$ cat src/rtl/vend_pkg.sv
package vend_pkg;

  localparam int CREDIT_STATES = 4;
  localparam int IDX_W = $clog2(CREDIT_STATES);
  localparam logic [IDX_W-1:0] IDX_FULL = IDX_W'(CREDIT_STATES - 1);
  localparam logic [IDX_W-1:0] IDX_TEN = IDX_W'(CREDIT_STATES - 2);

  // Strobes from control to datapath; addFive and addTen are never both set.
  typedef struct packed {
    logic clear;
    logic addFive;
    logic addTen;
  } coinCmd_t;

  // Next credit index (index * 5 cents), saturating at IDX_FULL.
  function automatic logic [IDX_W-1:0] stepCredit(input logic [IDX_W-1:0] idx,
                                                  input coinCmd_t cmd);
    logic [IDX_W-1:0] res;
    if (cmd.clear) res = '0;
    else if (cmd.addTen) res = (idx >= IDX_TEN) ? IDX_FULL : idx + IDX_W'(2);
    else if (cmd.addFive) res = (idx == IDX_FULL) ? IDX_FULL : idx + IDX_W'(1);
    else res = idx;
    return res;
  endfunction

endpackage

$ cat src/rtl/vend_credit_dp.sv
module vend_credit_dp
  import vend_pkg::*;
#(
  parameter bit ONE_HOT = 1'b0
) (
  input  logic             clk,
  input  coinCmd_t         cmd,
  output logic [IDX_W-1:0] creditIdx,
  output logic             atFull,
  output logic             nextFull
);

  generate
    if (ONE_HOT) begin : g_onehot
      logic [CREDIT_STATES-1:0] hotQ;
      logic [CREDIT_STATES-1:0] hotNext;
      logic idle;

      assign idle = ~cmd.addFive & ~cmd.addTen;

      // Each flag depends only on its predecessor flags.
      always_comb begin
        hotNext[0] = cmd.clear | (hotQ[0] & idle);
        hotNext[1] = ~cmd.clear & ((hotQ[0] & cmd.addFive) | (hotQ[1] & idle));
        hotNext[2] = ~cmd.clear & ((hotQ[0] & cmd.addTen) | (hotQ[1] & cmd.addFive) |
                                   (hotQ[2] & idle));
        hotNext[3] = ~cmd.clear & (hotQ[3] | (hotQ[1] & cmd.addTen) |
                                   (hotQ[2] & (cmd.addFive | cmd.addTen)));
      end

      always_ff @(posedge clk) hotQ <= hotNext;

      always_comb begin
        creditIdx = '0;
        for (int i = 0; i < CREDIT_STATES; i++)
          if (hotQ[i]) creditIdx = IDX_W'(i);
      end

      assign atFull = hotQ[CREDIT_STATES-1];
      assign nextFull = hotNext[CREDIT_STATES-1];

      // exactly one flag set once out of reset
      a_r9_onehot_valid: assert property (@(posedge clk) disable iff (cmd.clear)
        $onehot(hotQ));
    end else begin : g_binary
      logic [IDX_W-1:0] binQ;
      logic [IDX_W-1:0] binNext;

      assign binNext = stepCredit(binQ, cmd);
      always_ff @(posedge clk) binQ <= binNext;

      assign creditIdx = binQ;
      assign atFull = &binQ;
      assign nextFull = &binNext;
    end
  endgenerate

  // reset empties the credit
  a_r1_reset_zero: assert property (@(posedge clk)
    cmd.clear |=> (creditIdx == '0));

  // a nickel advances one step below the top
  a_r2_nickel_step: assert property (@(posedge clk) disable iff (cmd.clear)
    (cmd.addFive && creditIdx != IDX_FULL) |=> (creditIdx == $past(creditIdx) + IDX_W'(1)));

  // a dime from zero or five cents advances two steps
  a_r3_dime_step: assert property (@(posedge clk) disable iff (cmd.clear)
    (cmd.addTen && creditIdx < IDX_TEN) |=> (creditIdx == $past(creditIdx) + IDX_W'(2)));

  // a dime at ten cents lands on the top state
  a_r4_dime_saturates: assert property (@(posedge clk) disable iff (cmd.clear)
    (cmd.addTen && creditIdx == IDX_TEN) |=> (creditIdx == IDX_FULL));

  // top state is kept until reset
  a_r5_full_holds: assert property (@(posedge clk) disable iff (cmd.clear)
    (creditIdx == IDX_FULL) |=> (creditIdx == IDX_FULL));

  // no coin command leaves the credit alone
  a_r6_idle_stable: assert property (@(posedge clk) disable iff (cmd.clear)
    (!cmd.addFive && !cmd.addTen) |=> $stable(creditIdx));

endmodule

$ cat src/rtl/vend_ctrl.sv
module vend_ctrl
  import vend_pkg::*;
#(
  parameter bit RETIMED = 1'b1
) (
  input  logic     clk,
  input  logic     rst,
  input  logic     nickelIn,
  input  logic     dimeIn,
  input  logic     atFull,
  input  logic     nextFull,
  output coinCmd_t cmd,
  output logic     chuteOpen
);

  // both strobes together decode to no coin
  always_comb begin
    cmd.clear = rst;
    cmd.addFive = nickelIn & ~dimeIn;
    cmd.addTen = dimeIn & ~nickelIn;
  end

  generate
    if (RETIMED) begin : g_regOpen
      logic openQ;
      always_ff @(posedge clk) openQ <= ~rst & nextFull;
      assign chuteOpen = openQ;
    end else begin : g_mooreOpen
      assign chuteOpen = atFull;
    end
  endgenerate

  // the datapath never sees two coin commands at once
  a_r7_single_coin: assert property (@(posedge clk) disable iff (rst)
    (nickelIn && dimeIn) |-> (!cmd.addFive && !cmd.addTen));

  // open output follows the terminal state in either form
  a_r8_open_tracks: assert property (@(posedge clk) disable iff (rst)
    chuteOpen == atFull);

  // reset closes the chute on the next cycle
  a_r1_reset_closes: assert property (@(posedge clk)
    rst |=> !chuteOpen);

endmodule

$ cat src/rtl/vend_ctrl_top.sv
module vend_ctrl_top
  import vend_pkg::*;
#(
  parameter bit ONE_HOT = 1'b0,
  parameter bit RETIMED = 1'b1
) (
  input  logic clk,
  input  logic rst,
  input  logic nickelIn,
  input  logic dimeIn,
  output logic chuteOpen
);

  coinCmd_t cmdBus;
  logic [IDX_W-1:0] creditIdx;
  logic atFull;
  logic nextFull;

  vend_ctrl #(.RETIMED(RETIMED)) ctrl_i (
    .clk(clk), .rst(rst), .nickelIn(nickelIn), .dimeIn(dimeIn),
    .atFull(atFull), .nextFull(nextFull), .cmd(cmdBus), .chuteOpen(chuteOpen)
  );

  vend_credit_dp #(.ONE_HOT(ONE_HOT)) dp_i (
    .clk(clk), .cmd(cmdBus), .creditIdx(creditIdx),
    .atFull(atFull), .nextFull(nextFull)
  );

endmodule

$ cat config.mk
export PLATFORM = sky130hd
export DESIGN_NAME = vend_ctrl_top
export DESIGN_NICKNAME = d
export VERILOG_FILES = /design/src/rtl/vend_pkg.sv /design/src/rtl/vend_credit_dp.sv /design/src/rtl/vend_ctrl.sv /design/src/rtl/vend_ctrl_top.sv
export SDC_FILE = /design/constraint.sdc
export NUM_CORES = 1
export LEC_CHECK = 0
export BUFFER_PORTS_ARGS = -buffer_cell sky130_fd_sc_hd__buf_4
export CORE_AREA = 4 4 41 43
export DETAILED_ROUTE_END_ITERATION = 8
export DIE_AREA = 0 0 45 47
export GPL_ROUTABILITY_DRIVEN = 1
export PLACE_DENSITY = 0.36
export RECOVER_POWER = 50
export SLEW_MARGIN = 5
export SYNTH_ARGS = -nofsm -noshare
export SYNTH_HDL_FRONTEND = slang
export SYNTH_SLANG_ARGS = --single-unit
$ cat constraint.sdc
create_clock -name clk -period 1.2 [get_ports clk]
set_input_delay 0.3 -clock clk [delete_from_list [all_inputs] [get_ports clk]]
set_output_delay 0.3 -clock clk [all_outputs]
set_load 0.01 [all_outputs]
==> impl_metrics.tcl, run 1 <==
set metrics [dict create \
    cp_num_buf_inv 1 \
    yosysUniqueCellTypes 12 \
    final.min_clock_period_ns 0.949 \
    rsz0062_at_grt "false" \
    finalHoldViolations 0 \
    cts_tree "built" \
    ys_warn_count 0 \
    peakVddDrop_v 0.000456 \
    ioPinCount 5 \
    drv_cap 0 \
    drtIter0Drc 2 \
    required_ns 0.90 \
    routed_wl_um 332 \
    crit_fanout 1 \
    use_met1 0.0431 \
    fp.dieW_um 45 \
    slowest_delay_ns 0.29 \
    clk_pin_slew_ns 0.04 \
    fin_area_um2 230 \
    dieArea_mm2 0.00212 \
    clk_latency_ns 0.23 \
    status "completed" \
    yosysSeqAreaShare 0.372 \
    max_freq_mhz 1050 \
    crit_slowest_cell "dfxtp_1" \
    crit_start "ctrl_i.chuteOpen" \
    routabilityCongestion 0.643 \
    relSlewSlack 0.838 \
    synth_xor_xnor_area_share 0.0543 \
    portBuffers 4 \
    end_kind "output pin" \
    use_met2 0.0424 \
    cts_sinks 3 \
    r2r_start "dp_i.creditIdx[1]" \
    drv_slew 0 \
    cts_root_buf "clkbuf_4" \
    place_inst 34 \
    mostFrequentLayoutCell "buf_4" \
    syn-num-nets 19 \
    tightest_slew_ns 0.241 \
    rows 13 \
    area_growth_pct 42.6 \
    drive_gt1_frac 0.391 \
    netlist_area_um2 161 \
    layout_common_cells "4 x buf_4, 3 x clkbuf_4, 3 x dfxtp_1, 2 x inv_1" \
    synthAdderAreaFrac 0 \
    utilization 0.177 \
    wl_per_cell_um 8.74 \
    cts_buffer_depth 2 \
    p_leak_nw 0.0932 \
    avgViaCountPerCell 3.84 \
    p_per_area_mw_per_mm2 1460 \
    synth_simple_gate_area_frac 0.302 \
    numCtsBuffers 3 \
    nFillCells 161 \
    path_cells "buf_4" \
    finalCritPeriodShare 0.791 \
    die_height_um 47 \
    placed_area_um2 210 \
    cts_setup_buffers 0 \
    synth_top_family_by_area "simple AND/OR/NAND/NOR gates" \
    worstHoldStart "rst" \
    clock_skew_ns 0.000214 \
    synthMuxAreaShare 0 \
    top_usage_layer "met4" \
    synth_compound_area_frac 0.225 \
    core-area_mm2 0.00130 \
    setup_violations 0 \
    grt_pass1_vias 128 \
    syn_inst 15 \
    htree_levels 1 \
    cp.arrival_ns 0.65 \
    drt-pass1-iter-count 2 \
    critPathLaunchType "flop" \
    grt_first_pass_wirelength_um 531 \
    antenna_found_initial 0 \
    fin_ws_ns 0.251 \
    synth_seq_cells 3 \
    stdcell_count 38 \
    vias 146 \
    postRouteAntennaNets 0 \
    crit_type "flop to output pin" \
    fin_nets 28 \
    min_path_type "input port to flop" \
    path_delay_family "flip-flops" \
    grt_use_total 0.0434 \
    post_cts_resized 0 \
    initial_core_util 0.124 \
    syn_avg_cell_area_um2 10.8 \
    grt_overflow_total 0 \
    dp_slack_ns 0.247 \
    postCtsHoldBufs 0 \
    grtUsageMet3 0.0460 \
    grt_max_degree 7 \
    drc 0 \
    setup_tns_ns 0 \
    antenna_cells 0 \
]
logic make-up after synthesis:
logic type,after synthesis
and+or+nand+nor,5
AOI/OAI and AO/OA,4
DFF,3
buffers and inverters,2
xor gates and xnor gates,1
final timing paths:
path                                     endpoint  slack [ns]  cells past startpoint
worst max-delay path                    chuteOpen        0.25                      1
worst min-delay path            dp_i.creditIdx[1]        0.25                      2
worst max register to register  dp_i.creditIdx[0]        0.30                      2
worst min register to register  dp_i.creditIdx[1]        0.52                      2
through the flow:
stage | hold WS [ns] | power, W
finish | 0.249 | 0.000336
global route | 0.241 | 0.000366
CTS | 0.240 | 0.000346
detailed placement | 0.488 | 0.000162
global placement | 0.488 | 0.000160
floorplan | 0.369 | 0.000142
layout make-up:
| cell class | instances | area [µm²] | area share |
|---|---|---|---|
| multi-input cells | 10 | 87.6 | 0.380 |
| flip-flops and latches | 3 | 60.1 | 0.261 |
| repair buffers | 4 | 30.0 | 0.130 |
| clock buffers | 4 | 26.3 | 0.114 |
| well taps | 15 | 18.8 | 0.0815 |
| inverters | 2 | 7.51 | 0.0326 |
metal layers:
metal  up-vias  wire [µm]
met1        64        174
met3         0         33
met5         -          0
met2         7        124
li1         75          -
met4         0          0
Yosys cell counts:
master | count | share of area
and4bb_1 | 1 | 0.078
dfxtp_1 | 3 | 0.37
inv_1 | 2 | 0.047
and3b_2 | 1 | 0.062
a211oi_1 | 1 | 0.047
nand3b_1 | 1 | 0.047
a31oi_1 | 1 | 0.039
a221oi_2 | 1 | 0.093
xnor2_1 | 1 | 0.054
o21bai_1 | 1 | 0.047
nand2b_1 | 1 | 0.039
nor4_2 | 1 | 0.078
flip-flops by register name, summed over array words and instances, names as in the netlist:
name              flops
ctrl_i.chuteOpen      1
dp_i.creditIdx        2
worst reg2reg max path: stages (launching register included):
cell and delay [ns]:
dfxtp_1 0.37, and4bb_1 0.24, nor4_2 0.20
power breakdown:
group          switching, W  internal, W
Sequential       0.00000785     0.000108
Clock             0.0000543     0.000125
Combinational     0.0000173    0.0000237
Total             0.0000795     0.000257
Note: power is estimated with default switching activity, not from simulation.
==> run 2: changes to the inputs <==
==> constraint.sdc (replaced) <==
create_clock -name clk -period 0.91 [get_ports clk]
set_input_delay 0.2275 -clock clk [delete_from_list [all_inputs] [get_ports clk]]
set_output_delay 0.2275 -clock clk [all_outputs]
set_load 0.01 [all_outputs]
==> run 2 against run 1 <==
Effect of this change:
- non-clock buffer count unchanged
- final area grew 5.4%
- first-iteration DRC count increased to 3.0 times the previous value
- clock skew barely moved
- register-to-register slack worse by 0.22 ns
- total power up 32%
- hold slack worse by 0.072 ns
- via count shrank 0.68%
- utilization is 0.96 points higher
- critical path type unchanged
- critical endpoint unchanged
- highest routed layer is now met4
==> impl_metrics.tcl, run 2 (synthesis gave the netlist of run 1 again) <==
set metrics [dict create \
    largest_register_ffs 2 \
    clock_skew_ns 0.000318 \
    area_growth_pct 50.4 \
    cts_root_buf "clkbuf_4" \
    path_depth 1 \
    fin_nets 28 \
    rr_endpoint "dp_i.creditIdx[0]" \
    die_height_um 47 \
    setup_tns_ns 0 \
    nFillCells 153 \
    hold_ws_ns 0.177 \
    htree_levels 1 \
    end_kind "output pin" \
    portBuffers 4 \
    antenna_cells 0 \
    drv_slew 0 \
    grt_overflow_total 0 \
    fp.dieW_um 45 \
    dp_hpwl_um 237 \
    cp.arrival_ns 0.64 \
    r2r_start "dp_i.creditIdx[1]" \
    clk_pin_slew_ns 0.04 \
    wl_per_cell_um 8.66 \
    vias 145 \
    whs_endpoint "dp_i.creditIdx[1]" \
    relSlewSlack 0.836 \
    crit_type "flop to output pin" \
    setup_violations 0 \
    crit_slowest_cell "dfxtp_2" \
    path_cells "buf_6" \
    multi_input_area_um2 93.8 \
    grt_use_total 0.0441 \
    cp_num_buf_inv 1 \
    worstHoldStart "rst" \
    finalHoldViolations 0 \
    final.min_clock_period_ns 0.868 \
    holdPathStages 2 \
    drtIter0Drc 6 \
    slowest_delay_ns 0.31 \
    peakVddDrop_v 0.000474 \
    sw_frac_of_total 0.230 \
    path_delay_family "flip-flops" \
    cts_buffer_depth 2 \
    grt_max_degree 7 \
    grt_pass1_vias 142 \
    clkPwrFrac 0.517 \
    p_per_area_mw_per_mm2 1830 \
    cts_sinks 3 \
    status "completed" \
    layout_common_cells "3 x clkbuf_4, 3 x buf_4, 2 x inv_1, 2 x dfxtp_2" \
    r2r_slack_ns 0.08 \
    core-area_mm2 0.00130 \
    cts_tree "built" \
    drc 0 \
    tightest_slew_ns 0.244 \
    required_ns 0.68 \
    p_leak_nw 0.0956 \
    drive_gt1_frac 0.522 \
    crit_fanout 1 \
    dieArea_mm2 0.00212 \
    avgViaCountPerCell 3.82 \
    min_path_type "input port to flop" \
    postRouteAntennaNets 0 \
    routabilityCongestion 0.670 \
    internal_power_w 0.000342 \
    clk_latency_ns 0.23 \
    rows 13 \
    max_freq_mhz 1150 \
    drt-pass1-iter-count 4 \
    regArea_um2 62.6 \
    critPathLaunchType "flop" \
    worstRegToRegCells 2 \
    finalCritPeriodShare 0.954 \
    rsz0062_at_grt "false" \
    p_comb_frac 0.136 \
    numCtsBuffers 3 \
    drv_cap 0 \
    grt_first_pass_wirelength_um 565 \
    antenna_found_initial 0 \
    initial_core_util 0.124 \
    routed_wl_um 329 \
    p_switching_w 0.000102 \
    p_seq_frac 0.347 \
    ioPinCount 5 \
]
-- run 2: per-layer routing --
metal | wire [µm] | GRT usage
met3 | 26 | 0.0230
met1 | 164 | 0.0474
met4 | 14 | 0.0877
met5 | 0 | 0
met2 | 124 | 0.0395
-- run 2: stage by stage --
step | util | std cells | setup slack (ns) | total power, W | area (µm²)
global placement | 0.162 | 34 | 0.0341 | 0.000211 | 210
floorplan | - | 15 | 0.0967 | 0.000187 | 161
global route | 0.187 | 38 | 0.00689 | 0.000485 | 243
finish | 0.187 | 38 | 0.0419 | 0.000444 | 243
CTS | 0.182 | 38 | 0.0211 | 0.000456 | 236
detailed placement | 0.162 | 34 | 0.0265 | 0.000213 | 210
-- run 2: worst max path at each step --
| stage | endpoint | from | slack (ns) |
|---|---|---|---|
| 3_3_place_gp | ctrl_i.chuteOpen | nickelIn | 0.03 |
| 4_1_cts | chuteOpen | ctrl_i.chuteOpen | 0.02 |
| 3_5_place_dp | dp_i.creditIdx[0] | dp_i.creditIdx[1] | 0.03 |
| 2_1_floorplan | dp_i.creditIdx[0] | dp_i.creditIdx[1] | 0.1 |
| 6_report | chuteOpen | ctrl_i.chuteOpen | 0.04 |
| 5_1_grt | dp_i.creditIdx[0] | dp_i.creditIdx[0] | 0.007 |
-- run 2: final cells by class --
cell class              count  share of cell area
clock buffers               4               0.108
inverters                   2              0.0309
multi-input cells          10               0.387
flip-flops and latches      3               0.258
well taps                  15              0.0773
repair buffers              4               0.139
-- run 2: what timing repair did --
item                                    CTS  global route
endpoints found under the setup margin    0             2
gates resized for setup                   0             3
buffers inserted                          0             0
hold buffers                              0             0
endpoints found under the hold margin     0             0
-- run 2: power by group through the flow --
stage	Sequential (W)	Combinational, W	Clock [W]
finish	0.000154	0.0000603	0.000229
CTS	0.000153	0.0000586	0.000245
floorplan	0.000153	0.0000342	0
global placement	0.000154	0.0000572	0
global route	0.000156	0.0000639	0.000265
detailed placement	0.000154	0.0000590	0
